[src/rtl/tagst_pkg.sv]
package tagst_pkg;
  timeunit 1ns;
  timeprecision 1ps;

  typedef enum logic [1:0] {
    OP_SINGLE = 2'd0,
    OP_PAIR   = 2'd1,
    OP_FILL   = 2'd2,
    OP_RSVD   = 2'd3
  } tagOp_e;

  // strobes from control to datapath
  typedef struct packed {
    logic load;
    logic step;
    logic rd;
    logic wr;
    logic whole;
    logic nibHi;
  } ctlStrb_t;

  localparam int SPAN_LOG2 = 5;  // 32 data bytes per tag byte
endpackage

[src/rtl/tagst_dpath.sv]
module tagst_dpath
  import tagst_pkg::*;
#(
  parameter int ADDR_W = 16,
  parameter int LG_W   = 4,
  localparam int IDX_W = ADDR_W - SPAN_LOG2
) (
  input  logic             clk,
  input  logic             rstN,
  input  ctlStrb_t         strb,
  input  logic [IDX_W-1:0] cmdIdx,
  input  logic [3:0]       cmdTag,
  input  logic [LG_W-1:0]  cmdBlkLog2,
  input  logic             cmdFill,
  input  logic [7:0]       memRdata,
  output logic [IDX_W-1:0] memAddr,
  output logic [7:0]       memWdata,
  output logic             cntLast
);
  localparam logic [LG_W-1:0] MIN_LG = LG_W'(SPAN_LOG2);

  logic [IDX_W-1:0] idxQ, cntQ;
  logic [3:0]       tagQ;
  logic [LG_W-1:0]  lgClamp, shAmt;
  logic [IDX_W-1:0] spanMask;

  always_comb begin
    lgClamp  = (cmdBlkLog2 < MIN_LG) ? MIN_LG : cmdBlkLog2;
    shAmt    = lgClamp - MIN_LG;
    spanMask = {IDX_W{1'b1}} << shAmt;
  end

  always_ff @(posedge clk or negedge rstN) begin
    if (!rstN) begin
      idxQ <= '0;
      cntQ <= '0;
      tagQ <= '0;
    end else if (strb.load) begin
      tagQ <= cmdTag;
      if (cmdFill) begin
        idxQ <= cmdIdx & spanMask;
        cntQ <= ~spanMask;
      end else begin
        idxQ <= cmdIdx;
        cntQ <= '0;
      end
    end else if (strb.step) begin
      idxQ <= idxQ + 1'b1;
      cntQ <= cntQ - 1'b1;
    end
  end

  always_comb begin
    if (strb.whole)      memWdata = {tagQ, tagQ};
    else if (strb.nibHi) memWdata = {tagQ, memRdata[3:0]};
    else                 memWdata = {memRdata[7:4], tagQ};
  end

  assign memAddr = idxQ;
  assign cntLast = (cntQ == '0);
endmodule

[src/rtl/tagst_ctrl.sv]
module tagst_ctrl
  import tagst_pkg::*;
(
  input  logic       clk,
  input  logic       rstN,
  input  logic       cmdValid,
  input  logic [1:0] cmdOp,
  input  logic [4:0] cmdLow,
  input  logic       cmdUntagged,
  input  logic       cntLast,
  output ctlStrb_t   strb,
  output logic       ready,
  output logic       done,
  output logic       fault
);
  typedef enum logic [2:0] {
    ST_IDLE, ST_RD, ST_MRG, ST_FILL, ST_END
  } state_e;

  state_e stQ, stD;
  logic   hiQ, hiD, pendQ, pendD, faultQ, faultD;
  tagOp_e op;
  logic   misal;

  assign op    = tagOp_e'(cmdOp);
  assign misal = (cmdLow[3:0] != 4'd0);

  always_comb begin
    stD    = stQ;
    hiD    = hiQ;
    pendD  = pendQ;
    faultD = faultQ;
    strb   = '0;
    done   = 1'b0;
    unique case (stQ)
      ST_IDLE: begin
        faultD = 1'b0;
        if (cmdValid) begin
          strb.load = 1'b1;
          if (op == OP_RSVD) begin
            stD = ST_END;
          end else if (op != OP_FILL && misal) begin
            faultD = 1'b1;
            stD    = ST_END;
          end else if (cmdUntagged) begin
            stD = ST_END;
          end else if (op == OP_SINGLE) begin
            hiD   = cmdLow[4];
            pendD = 1'b0;
            stD   = ST_RD;
          end else if (op == OP_PAIR && cmdLow[4]) begin
            hiD   = 1'b1;
            pendD = 1'b1;
            stD   = ST_RD;
          end else begin
            stD = ST_FILL;
          end
        end
      end
      ST_RD: begin
        strb.rd = 1'b1;
        stD     = ST_MRG;
      end
      ST_MRG: begin
        strb.wr    = 1'b1;
        strb.nibHi = hiQ;
        if (pendQ) begin
          strb.step = 1'b1;
          pendD     = 1'b0;
          hiD       = 1'b0;
          stD       = ST_RD;
        end else begin
          done = 1'b1;
          stD  = ST_IDLE;
        end
      end
      ST_FILL: begin
        strb.wr    = 1'b1;
        strb.whole = 1'b1;
        if (cntLast) begin
          done = 1'b1;
          stD  = ST_IDLE;
        end else begin
          strb.step = 1'b1;
        end
      end
      ST_END: begin
        done = 1'b1;
        stD  = ST_IDLE;
      end
      default: stD = ST_IDLE;
    endcase
  end

  always_ff @(posedge clk or negedge rstN) begin
    if (!rstN) begin
      stQ    <= ST_IDLE;
      hiQ    <= 1'b0;
      pendQ  <= 1'b0;
      faultQ <= 1'b0;
    end else begin
      stQ    <= stD;
      hiQ    <= hiD;
      pendQ  <= pendD;
      faultQ <= faultD;
    end
  end

  assign ready = (stQ == ST_IDLE);
  assign fault = (stQ == ST_END) && faultQ;
endmodule

[src/rtl/tag_store_engine.sv]
module tag_store_engine
  import tagst_pkg::*;
#(
  parameter int ADDR_W = 16,
  parameter int LG_W   = 4
) (
  input  logic                        clk,
  input  logic                        rstN,
  input  logic                        cmdValid,
  input  logic [1:0]                  cmdOp,
  input  logic [ADDR_W-1:0]           cmdAddr,
  input  logic [3:0]                  cmdTag,
  input  logic [LG_W-1:0]             cmdBlkLog2,
  input  logic                        cmdUntagged,
  output logic                        ready,
  output logic                        done,
  output logic                        fault,
  output logic [ADDR_W-SPAN_LOG2-1:0] memAddr,
  output logic                        memRd,
  output logic                        memWr,
  output logic [7:0]                  memWdata,
  input  logic [7:0]                  memRdata
);
  ctlStrb_t strb;
  logic     cntLast;

  tagst_ctrl u_ctrl (
    .clk         (clk),
    .rstN        (rstN),
    .cmdValid    (cmdValid),
    .cmdOp       (cmdOp),
    .cmdLow      (cmdAddr[4:0]),
    .cmdUntagged (cmdUntagged),
    .cntLast     (cntLast),
    .strb        (strb),
    .ready       (ready),
    .done        (done),
    .fault       (fault)
  );

  tagst_dpath #(.ADDR_W(ADDR_W), .LG_W(LG_W)) u_dpath (
    .clk        (clk),
    .rstN       (rstN),
    .strb       (strb),
    .cmdIdx     (cmdAddr[ADDR_W-1:SPAN_LOG2]),
    .cmdTag     (cmdTag),
    .cmdBlkLog2 (cmdBlkLog2),
    .cmdFill    (cmdOp == OP_FILL),
    .memRdata   (memRdata),
    .memAddr    (memAddr),
    .memWdata   (memWdata),
    .cntLast    (cntLast)
  );

  assign memRd = strb.rd;
  assign memWr = strb.wr;
endmodule

[config.mk]
export PLATFORM = sky130hd
export DESIGN_NAME = tag_store_engine
export DESIGN_NICKNAME = d
export VERILOG_FILES = /design/src/rtl/tagst_pkg.sv /design/src/rtl/tagst_dpath.sv /design/src/rtl/tagst_ctrl.sv /design/src/rtl/tag_store_engine.sv
export SDC_FILE = /design/constraint.sdc
export NUM_CORES = 1
export LEC_CHECK = 0
export BUFFER_PORTS_ARGS = -buffer_cell sky130_fd_sc_hd__buf_2
export CORE_MARGIN = 10
export CORE_UTILIZATION = 48
export CTS_CLUSTER_SIZE = 24
export DETAILED_ROUTE_END_ITERATION = 7
export GPL_TIMING_DRIVEN = 0
export PLACE_DENSITY = 0.81
export SLEW_MARGIN = 20
export SYNTH_ARGS = -nofsm -noshare
export SYNTH_HDL_FRONTEND = slang
export SYNTH_SLANG_ARGS = --single-unit
[constraint.sdc]
create_clock -name clk -period 1.62 [get_ports clk]
set_input_delay 0 -clock clk [delete_from_list [all_inputs] [get_ports clk]]
set_output_delay 0 -clock clk [all_outputs]
set_load 0.05 [all_outputs]
==> results.yml, run 1 <==
logic_synthesis:
  post_synthesis_instance_area_um2: 2360
  fraction_of_synthesized_cell_area_taken_by_the_top_area_cell_type_pct: 33.9
  yosys.cell_count.top_type: "sky130_fd_sc_hd__dfrtp_1"
  async_reset_ff_share_pct: 100
  synthCells: 272
  yosysUniqueCellTypes: 53
  primary_ff_master_synth: "sky130_fd_sc_hd__dfrtp_1"
  synthesis.nets: 316
  synth_sequential_area_ratio_pct: 33.9
  yosys-top-cells-area: "sky130_fd_sc_hd__dfrtp_1, sky130_fd_sc_hd__mux2_2, sky130_fd_sc_hd__nand2_1"
  yosys.area.top_type: "sky130_fd_sc_hd__dfrtp_1"
  ys_ff_latch: 32
  synth_edf_count: 0
  synth.cells.most_frequent: "sky130_fd_sc_hd__dfrtp_1, sky130_fd_sc_hd__nand2_1, sky130_fd_sc_hd__a21oi_1, sky130_fd_sc_hd__nor2_1, sky130_fd_sc_hd__a31oi_1"
  yosysWarnings: 0
  synth_area_per_cell_um2: 8.68
cts:
  insertion_delay_ns: 0.30
  cts_buffer_depth: 2
  tritoncts: "done"
  root_buffer: "sky130_fd_sc_hd__clkbuf_8"
  numCtsBuffers: 5
  h_tree_level_count: 2
  clk_slew_on_worst_s_h_paths_ns: 0.08
  clock_sink_count: 32
floorplan:
  core_region_area_um2: 4750
  start_util_pct: 49.7
  ios: 62
  vertical_extent_of_the_die_um: 90.2
  rows: 25
  die_w_um: 90.2
  die_area_um2: 8130
sta:
  timing.final.max_slew_violations: 0
  worstMarginPinSlew_ns: 0.791
  finalHoldViolCount: 0
  skew_ns: 0.00964
  postLayoutSetupSlackWorst_ns: -0.537
  min_period_ns: 2.16
  rsz0062_at_grt: "true"
  timing.final.setup_violations: 35
  fmax_mhz: 464
  slew-limit-headroom_pct: 47.3
  min_period_over_period_pct: 133
cells_and_area:
  post_layout_inst_area_um2: 3750
  ratio_of_cells_with_drive_above_1_in_the_final_layout_pct: 51.2
  utilization_pct: 78.9
  layout.nets: 426
  fillCellCount: 272
  area_delta_synth_final_pct: 58.8
  final-instance-count-excl-fill: 450
  antenna_diode_instance_count: 0
setup_path:
  worst_ep_arrival_time_ns: 2.38
  worstPathRequired_ns: 1.84
  crit_chain: "inv_2 -> buf_4 -> buf_4 -> buf_4 -> ha_2 -> nor4b_4 -> buf_4 -> a21oi_1 -> nor3_1 -> a2bb2oi_1"
  timing.critical_path.mode_cell: "sky130_fd_sc_hd__buf_4"
  critical-path-slowest-cell: "sky130_fd_sc_hd__dfrtp_1"
  crit_path_end_kind: "flop"
  cp_max_fo: 4
  path_class: "reg -> reg"
  start_kind: "flop"
  timing.critical_path.max_delay_family: "buffers and inverters"
  delay_contributed_by_the_slowest_stage_of_the_critical_path_ns: 0.43
  timing.critical_path.buf_inv: 5
detailed_routing:
  avgRoutedWirePerCell_um: 24.1
  drt_wl_total_mm: 10.9
  detail_route.iter0.violations: 449
  via_per_inst: 6.69
  detail_route.first_pass.iterations: 7
  drc: 1
  vias: 3009
  drt.antenna.violating_nets: 0
run:
  maxCapViolCount: 0
power:
  p_per_area_nw_per_um2: 2180
  totalPowerFinal_mw: 8.19
  worst_ir_drop_vdd_v: 0.000866
  static-leakage-power_nw: 1.61
run_status:
  outcome: "complete, but fails checks"
  violated_checks: "design-rule violations, negative setup slack"
place:
  place_hpwl_mm: 5.53
  dpl_cell_area_um2: 2870
  placed_cells_incl_taps: 400
  placement.io_buffers: 61
  gpl.final_weighted_congestion: 0.918
grt:
  globalRouteOverflowTotal: 0
  via_count_of_the_first_global_routing_pass: 2736
  grt_pass1_wl_mm: 14.4
  grt_usage_pct: 21.3
  grt_start_max_net_pins: 33
  number_of_antenna_violations_at_the_first_check_in_global_routing: 0
worst_hold_path:
  worstHoldPathType: "in -> reg"
[path summary, 6_finish.rpt]
check,from,end,slack (ns),depth (start not counted)
setup / recovery,u_dpath.cntQ[0],u_dpath.cntQ[8],-0.54,10
setup reg to reg,u_dpath.cntQ[0],u_dpath.cntQ[8],-0.54,10
hold reg to reg,u_ctrl.faultQ,u_ctrl.faultQ,0.52,1
min in group asynchronous,rstN,u_ctrl.faultQ,0.33,2
hold / removal,cmdAddr[10],u_dpath.memAddr[5],0.04,3
max in group asynchronous,rstN,u_dpath.cntQ[7],0.74,2
[tightest hold or removal path, stage by stage]
cell,delay (ns)
sky130_fd_sc_hd__buf_2,0.08
sky130_fd_sc_hd__a31oi_1,0.07
sky130_fd_sc_hd__o21ai_1,0.14
[kinds of logic (layout without fill, tap and decap cells)]
kind of cell,Yosys count,after routing,synth area share (%)
AOI/OAI and AO/OA,91,91,25.8
adders and majority gates,6,6,3.18
buffers and inverters,23,134,5.40
DFF,32,32,33.9
muxes,13,13,6.09
and+or+nand+nor,107,107,25.6
[state kept, by name, indices dropped and copies added, names as in the netlist]
signal	flops
u_ctrl.stQ	3
u_dpath.memAddr	11
u_dpath.cntQ	11
u_ctrl.faultQ	1
u_ctrl.hiQ	1
u_dpath.tagQ	4
u_ctrl.pendQ	1
[metal layers]
metal | share of wire [%] | up-vias | GRT usage, % | wire length (µm)
li1 | - | 1259 | - | -
met1 | 35 | 1393 | 25.2 | 3850
met2 | 46 | 273 | 35.5 | 4970
met3 | 12 | 84 | 4.82 | 1260
met4 | 7.1 | 0 | 10.2 | 770
met5 | 0 | - | 0 | 0
[per-stage QoR]
| stage | hold slack, ns | setup TNS [ns] | setup WS, ns |
|---|---|---|---|
| detailed placement | 0.112 | -8.26 | -0.402 |
| global placement | 0.113 | -7.47 | -0.309 |
| finish | 0.0398 | -10.36 | -0.537 |
| floorplan | -0.296 | -0.545 | -0.168 |
| CTS | 0.00592 | -5.41 | -0.452 |
| global route | 0.0477 | -11.24 | -0.532 |
[cells in the final DEF, fill, tap and decap left out, drive strengths merged, types with 4 or more instances in the layout]
cell type | Yosys | layout
and2 | 5 | 5
nor3 | 11 | 11
a2bb2oi | 4 | 4
a31oi | 15 | 15
dlygate4sd3 | 0 | 6
a21oi | 20 | 20
o31ai | 11 | 11
nor4 | 6 | 6
o21ai | 16 | 16
nand2b | 8 | 8
mux2 | 11 | 11
buf | 13 | 111
nand2 | 27 | 27
clkbuf | 4 | 9
nand3 | 4 | 4
dfrtp | 32 | 32
nor2 | 20 | 20
ha | 6 | 6
and3 | 4 | 4
inv | 6 | 6
o32a | 4 | 4
[report_power, final]
part,internal [mW],switching (mW)
clock,0.340,0.339
sequential,1.19,0.646
combinational,2.34,3.33
[final cells by class]
| type | count | area, µm² | share of cell area (%) |
|---|---|---|---|
| Buffer | 16 | 178 | 4.73 |
| Clock buffer | 6 | 82.6 | 2.20 |
| Clock inverter | 2 | 10.0 | 0.267 |
| Inverter | 6 | 22.5 | 0.600 |
| Multi-Input combinational cell | 217 | 1830 | 48.6 |
| Sequential cell | 32 | 811 | 21.6 |
| Tap cell | 67 | 83.8 | 2.23 |
| Timing Repair Buffer | 104 | 739 | 19.7 |
[what timing repair did]
action                     in CTS  in global routing
hold endpoints to repair       37                  0
setup endpoints to repair      38                 36
pin swaps                      30                 14
buffers inserted               22                 11
hold buffers                    6                  0
gates cloned                    3                  1
gates resized for setup        59                 45
(Power assumes the default switching activity.)
==> run 2: changes to the inputs <==
--- a/config.mk
+++ b/config.mk
@@ -8,10 +8,13 @@
 export BUFFER_PORTS_ARGS = -buffer_cell sky130_fd_sc_hd__buf_2
 export CORE_MARGIN = 10
 export CORE_UTILIZATION = 48
+export CTS_BUF_LIST = sky130_fd_sc_hd__clkbuf_16
 export CTS_CLUSTER_SIZE = 24
 export DETAILED_ROUTE_END_ITERATION = 7
 export GPL_TIMING_DRIVEN = 0
+export HOLD_SLACK_MARGIN = 0.05
 export PLACE_DENSITY = 0.81
+export SETUP_SLACK_MARGIN = 0.4
 export SLEW_MARGIN = 20
 export SYNTH_ARGS = -nofsm -noshare
 export SYNTH_HDL_FRONTEND = slang
==> results.yml, run 2 (synthesis results as in run 1) <==
setup_path:
  path_class: "reg -> reg"
  crit_path_end_kind: "flop"
  start_kind: "flop"
  worst_ep_arrival_time_ns: 2.38
  cp_max_fo: 3
  worstPathRequired_ns: 1.84
sta:
  min_period_ns: 2.16
  min_period_over_period_pct: 134
  fmax_mhz: 462
  rsz0062_at_grt: "true"
  slew-limit-headroom_pct: 32.0
  timing.final.setup_violations: 39
  timing.final.max_slew_violations: 0
  skew_ns: 0.00291
  postLayoutSetupSlackWorst_ns: -0.544
  worstMarginPinSlew_ns: 1.02
  finalHoldViolCount: 0
grt:
  grt_start_max_net_pins: 33
  grt_pass1_wl_mm: 20.1
  number_of_antenna_violations_at_the_first_check_in_global_routing: 0
  via_count_of_the_first_global_routing_pass: 3494
  globalRouteOverflowTotal: 0
  grt_usage_pct: 30.6
cts:
  tritoncts: "done"
  clk_slew_on_worst_s_h_paths_ns: 0.06
  root_buffer: "sky130_fd_sc_hd__clkbuf_16"
  cts_buffer_depth: 2
  clock_sink_count: 32
  h_tree_level_count: 2
  insertion_delay_ns: 0.29
  numCtsBuffers: 5
floorplan:
  start_util_pct: 49.7
  rows: 25
  vertical_extent_of_the_die_um: 90.2
  core_region_area_um2: 4750
  die_area_um2: 8130
  ios: 62
  die_w_um: 90.2
place:
  place_hpwl_mm: 5.61
  place_worst_setup_slack_ns: -0.263
  placement.io_buffers: 61
  dpl_cell_area_um2: 2960
  gpl.final_weighted_congestion: 0.926
power:
  p_per_area_nw_per_um2: 2390
  p_seq_share_pct: 18.1
  totalPowerFinal_mw: 10.6
  worst_ir_drop_vdd_v: 0.00149
  share_clk_of_total_power_pct: 9.1
  static-leakage-power_nw: 1.90
  p_int_mw: 5.07
  switching_power_mw: 5.57
  net_sw_share_pct: 52.3
  power.combinational.fraction_pct: 72.7
run_status:
  outcome: "complete, but fails checks"
  violated_checks: "design-rule violations, negative setup slack"
run:
  maxCapViolCount: 0
cells_and_area:
  antenna_diode_instance_count: 0
  utilization_pct: 93.6
  mostFrequentLayoutCells: "sky130_fd_sc_hd__buf_2, sky130_fd_sc_hd__buf_6, sky130_fd_sc_hd__dfrtp_1, sky130_fd_sc_hd__buf_4, sky130_fd_sc_hd__nand2_1"
  ratio_of_cells_with_drive_above_1_in_the_final_layout_pct: 57.0
  area_delta_synth_final_pct: 88.3
  layout.nets: 450
  post_layout_inst_area_um2: 4450
  fillCellCount: 149
  final_common_cell: "sky130_fd_sc_hd__buf_2"
worst_hold_path:
  worstHoldPathType: "in -> reg"
detailed_routing:
  avgRoutedWirePerCell_um: 35.1
  drt.antenna.violating_nets: 0
  vias: 3790
  drt_wl_total_mm: 16.6
  drc: 97
  detail_route.iter0.violations: 859
  detail_route.first_pass.iterations: 8
  via_per_inst: 8.00
==> run 2: power by group through the flow <==
stage	clock network [mW]	logic, mW	registers [mW]
global placement	0	3.93	1.64
global route	0.979	7.78	1.90
floorplan	0	2.74	2.03
finish	0.971	7.74	1.93
CTS	0.884	5.89	1.70
detailed placement	0	4.01	1.66
==> run 2: repair_timing <==
action | 4_1_cts | 5_1_grt
gates cloned | 6 | 1
endpoints found under the setup margin | 45 | 45
pin swaps | 34 | 23
gates resized for setup | 121 | 47
hold buffers | 10 | 0
endpoints found under the hold margin | 41 | 0
buffers inserted | 35 | 14
==> run 2: layer usage <==
metal / share of wire (%) / track usage [%] / vias to the layer above
met5: 0 / 0 / -
met4: 12 / 21.0 / 0
met3: 17 / 9.06 / 236
met2: 39 / 49.1 / 549
met1: 33 / 34.1 / 1694
li1: - / - / 1311
==> run 2: worst paths after layout <==
check | startpoint | end | slack [ns] | cells after the start
worst max-delay path | u_dpath.cntQ[0] | u_dpath.cntQ[10] | -0.54 | 11
worst min-delay path | cmdAddr[12] | u_dpath.memAddr[7] | 0.07 | 3
worst max register to register | u_dpath.cntQ[0] | u_dpath.cntQ[10] | -0.54 | 11
worst min register to register | u_ctrl.faultQ | u_ctrl.faultQ | 0.53 | 1
max in group asynchronous | rstN | u_dpath.cntQ[7] | 0.69 | 2
min in group asynchronous | rstN | u_dpath.tagQ[3] | 0.35 | 2
==> run 2: worst max-delay path, stage by stage, from the launching register on <==
cell                      delay, ns
sky130_fd_sc_hd__dfrtp_1       0.43
sky130_fd_sc_hd__inv_2         0.12
sky130_fd_sc_hd__buf_4         0.11
sky130_fd_sc_hd__buf_4         0.09
sky130_fd_sc_hd__buf_4         0.10
sky130_fd_sc_hd__buf_6         0.11
sky130_fd_sc_hd__ha_4          0.15
sky130_fd_sc_hd__nor4b_4       0.28
sky130_fd_sc_hd__buf_4         0.19
sky130_fd_sc_hd__a31oi_2       0.12
sky130_fd_sc_hd__nor3_2        0.18
sky130_fd_sc_hd__o22a_1        0.20
==> run 2: layout make-up <==
type | instances | area, µm² | area share (%)
multi-input cells | 217 | 1980 | 44.4
repair buffers | 127 | 1180 | 26.4
flip-flops and latches | 32 | 811 | 18.2
plain buffers | 17 | 244 | 5.48
clock buffers | 5 | 125 | 2.81
well taps | 67 | 83.8 | 1.88
inverters | 6 | 22.5 | 0.506
clock inverters | 3 | 11.3 | 0.253
==> run 2: metrics by stage <==
stage               TNS [ns]  hold WS (ns)  cells
floorplan            -0.0981        -0.296    272
detailed placement     -4.68         0.107    400
global route          -14.84        0.0766    474
global placement       -4.02         0.109    400
finish                -14.05        0.0685    474
CTS                    -3.83        0.0694    459
==> run 3: changes to the inputs <==
--- a/config.mk
+++ b/config.mk
@@ -7,15 +7,16 @@
 export LEC_CHECK = 0
 export BUFFER_PORTS_ARGS = -buffer_cell sky130_fd_sc_hd__buf_2
 export CORE_MARGIN = 10
-export CORE_UTILIZATION = 48
+export CORE_UTILIZATION = 47
 export CTS_BUF_LIST = sky130_fd_sc_hd__clkbuf_16
 export CTS_CLUSTER_SIZE = 24
 export DETAILED_ROUTE_END_ITERATION = 7
 export GPL_TIMING_DRIVEN = 0
 export HOLD_SLACK_MARGIN = 0.05
-export PLACE_DENSITY = 0.81
+export PLACE_DENSITY = 0.8
 export SETUP_SLACK_MARGIN = 0.4
 export SLEW_MARGIN = 20
 export SYNTH_ARGS = -nofsm -noshare
 export SYNTH_HDL_FRONTEND = slang
+export SYNTH_HIERARCHICAL = 1
 export SYNTH_SLANG_ARGS = --single-unit
==> results.yml, run 3 <==
logic_synthesis:
  async_reset_ff_share_pct: 100
  synthesis.nets: 280
  synthCells: 236
  yosys.area_share.adder_pct: 3.46
  yosysUniqueCellTypes: 53
  yosysWarnings: 6
  ys_ff_latch: 32
  yosys.area_share.xor_xnor_pct: 6.47
  primary_ff_master_synth: "sky130_fd_sc_hd__dfrtp_1"
  complex_gate_fraction_of_the_synthesized_area_pct: 16.0
  post_synthesis_instance_area_um2: 2170
  synth_sequential_area_ratio_pct: 37.0
  synth_area_per_cell_um2: 9.18
  post_synth_and_or_nand_nor_area_fraction_pct: 24.8
  yosys.cell_count.top_type: "sky130_fd_sc_hd__dfrtp_1"
  synth.cells.most_frequent: "sky130_fd_sc_hd__dfrtp_1, sky130_fd_sc_hd__nand2_1, sky130_fd_sc_hd__inv_1, sky130_fd_sc_hd__nor2_1"
  synth_top_family_by_area: "simple AND/OR/NAND/NOR gates"
  yosys-top-cells-area: "sky130_fd_sc_hd__dfrtp_1, sky130_fd_sc_hd__mux2_2, sky130_fd_sc_hd__xnor2_1"
  synth_edf_count: 0
  fraction_of_synthesized_cell_area_taken_by_the_top_area_cell_type_pct: 37.0
  synthMuxAreaShare_pct: 8.08
  yosys.area.top_type: "sky130_fd_sc_hd__dfrtp_1"
detailed_routing:
  drc: 0
  drt_wl_total_mm: 7.95
  via_per_inst: 5.83
  vias: 2379
  detail_route.iter0.violations: 245
  avgRoutedWirePerCell_um: 19.5
  drt.antenna.violating_nets: 0
  detail_route.first_pass.iterations: 4
cts:
  h_tree_level_count: 2
  clock_sink_count: 32
  numCtsBuffers: 5
  tritoncts: "done"
  cts_buffer_depth: 2
  insertion_delay_ns: 0.28
  clk_slew_on_worst_s_h_paths_ns: 0.05
  root_buffer: "sky130_fd_sc_hd__clkbuf_16"
sta:
  postLayoutSetupSlackWorst_ns: -0.762
  min_period_ns: 2.38
  worstMarginPinSlew_ns: 0.727
  fmax_mhz: 420
  worst_hold_slack_ns: 0.0832
  skew_ns: 0.00590
  slew-limit-headroom_pct: 51.6
  finalHoldViolCount: 0
  rsz0062_at_grt: "true"
  min_period_over_period_pct: 147
  timing.final.setup_violations: 37
  timing.final.max_slew_violations: 0
worst_hold_path:
  worstHoldPathType: "in -> reg"
  hold_start: "cmdOp[0]"
  min_to: "u_ctrl/pendQ"
  min_delay_path_depth: 3
run_status:
  outcome: "complete, but fails checks"
  violated_checks: "negative setup slack"
setup_path:
  crit_path_end_kind: "flop"
  worst_r2r_startpoint: "u_dpath/cntQ[8]"
  worstRegToRegCells: 9
  worst_ep_arrival_time_ns: 2.54
  cp-startpoint: "u_dpath/cntQ[8]"
  worstPathRequired_ns: 1.78
  path_class: "reg -> reg"
  cp_max_fo: 10
  regToRegSetupSlack_ns: -0.76
  crit-reg2reg-capture: "u_dpath/cntQ[1]"
  start_kind: "flop"
grt:
  via_count_of_the_first_global_routing_pass: 2439
  grt_usage_pct: 18.3
  number_of_antenna_violations_at_the_first_check_in_global_routing: 0
  globalRouteOverflowTotal: 0
  grt_start_max_net_pins: 33
  grt_pass1_wl_mm: 11.5
cells_and_area:
  final_common_cell: "sky130_fd_sc_hd__buf_2"
  final-instance-count-excl-fill: 408
  area_delta_synth_final_pct: 65.3
  mostFrequentLayoutCells: "sky130_fd_sc_hd__buf_2, sky130_fd_sc_hd__dfrtp_1, sky130_fd_sc_hd__buf_6, sky130_fd_sc_hd__buf_4, sky130_fd_sc_hd__dlygate4sd3_1"
  ratio_of_cells_with_drive_above_1_in_the_final_layout_pct: 46.9
  antenna_diode_instance_count: 0
  fillCellCount: 237
  layout.nets: 399
power:
  power.combinational.fraction_pct: 52.4
  worst_ir_drop_vdd_v: 0.000737
  share_clk_of_total_power_pct: 19.3
  p_seq_share_pct: 28.2
  net_sw_share_pct: 43.4
  p_per_area_nw_per_um2: 1280
  p_int_mw: 2.59
  static-leakage-power_nw: 1.63
  switching_power_mw: 1.99
place:
  gpl.final_weighted_congestion: 0.829
  placement.io_buffers: 61
  place_hpwl_mm: 4.54
  placed_cells_incl_taps: 349
  place_worst_setup_slack_ns: -0.836
floorplan:
  rows: 24
  start_util_pct: 49.1
  die_w_um: 87.9
  vertical_extent_of_the_die_um: 87.9
  die_area_um2: 7730
  ios: 62
  core_region_area_um2: 4410
run:
  maxCapViolCount: 0
-- run 3: timing repair --
| action | CTS | global route |
|---|---|---|
| buffers inserted | 24 | 8 |
| pin swaps | 14 | 12 |
| gates resized for setup | 54 | 26 |
| hold buffers | 19 | 0 |
| setup endpoints to repair | 45 | 44 |
| endpoints found under the hold margin | 50 | 0 |
| cloned | 0 | 0 |
-- run 3: stage by stage --
stage	setup TNS, ns	utilization [%]	cell area [µm²]	power, mW
floorplan	-12.41	-	2330	2.59
global placement	-15.89	61.2	2700	2.98
detailed placement	-17.08	61.2	2700	3.04
CTS	-16.54	77.2	3410	4.35
global route	-22.06	81.2	3580	4.78
finish	-19.55	81.2	3580	4.59
-- run 3: cell type report --
class                   count  area, µm²  share of cell area, %
plain buffers               8       71.3                   1.99
clock buffers               5        125                   3.49
clock inverters             3       12.5                  0.349
inverters                  14       55.1                   1.54
multi-input cells         182       1570                   43.9
flip-flops and latches     32        805                   22.5
well taps                  52       65.1                   1.82
repair buffers            112        877                   24.5
-- run 3: power groups by stage --
stage          registers (mW)  logic [mW]  clock network, mW
2_1_floorplan            1.53        1.07                  0
3_3_place_gp             1.27        1.71                  0
3_5_place_dp             1.28        1.76                  0
4_1_cts                  1.27        2.19              0.889
5_1_grt                  1.33        2.53              0.917
6_report                 1.30        2.40              0.886
-- run 3: worst max path at each step --
stage                                  to  slack, ns  cells after the start
after floorplan           u_dpath/cntQ[7]      -0.65                      9
after global placement    u_dpath/cntQ[7]      -0.81                      9
after detailed placement  u_dpath/cntQ[7]      -0.84                      9
after CTS                 u_dpath/cntQ[7]      -0.72                      9
after global routing      u_dpath/cntQ[1]      -0.84                      9
final                     u_dpath/cntQ[1]      -0.76                      9
-- run 3: worst max-delay path, cell delays in order (launching register included) --
cell,delay [ns]
sky130_fd_sc_hd__dfrtp_1,0.38
sky130_fd_sc_hd__or4_4,0.56
sky130_fd_sc_hd__nor4b_4,0.31
sky130_fd_sc_hd__mux2i_1,0.14
sky130_fd_sc_hd__and2_4,0.17
sky130_fd_sc_hd__buf_8,0.13
sky130_fd_sc_hd__clkbuf_8,0.18
sky130_fd_sc_hd__a21oi_2,0.14
sky130_fd_sc_hd__a21oi_1,0.06
sky130_fd_sc_hd__a21o_1,0.19
-- run 3: kinds of logic (layout without fill, tap and decap cells) --
logic type               Yosys count  after routing
AND/OR/NAND/NOR                   91             91
adder cells (fa/ha/maj)            6              6
buffers and inverters             22            142
multiplexers                      16             16
XOR/XNOR                          16             16
AO/OA/AOI/OAI                     53             53
flip-flops                        32             32
-- run 3: metal layers --
| layer | GRT usage (%) | vias to the layer above | part of all wire, % | routed length (µm) |
|---|---|---|---|---|
| met1 | 20.8 | 1150 | 40 | 3170 |
| met4 | 5.22 | 0 | 1.5 | 116 |
| met3 | 3.62 | 15 | 7.3 | 583 |
| met2 | 33.5 | 128 | 51 | 4070 |
| li1 | - | 1086 | - | - |
| met5 | 0 | - | 0 | 0 |
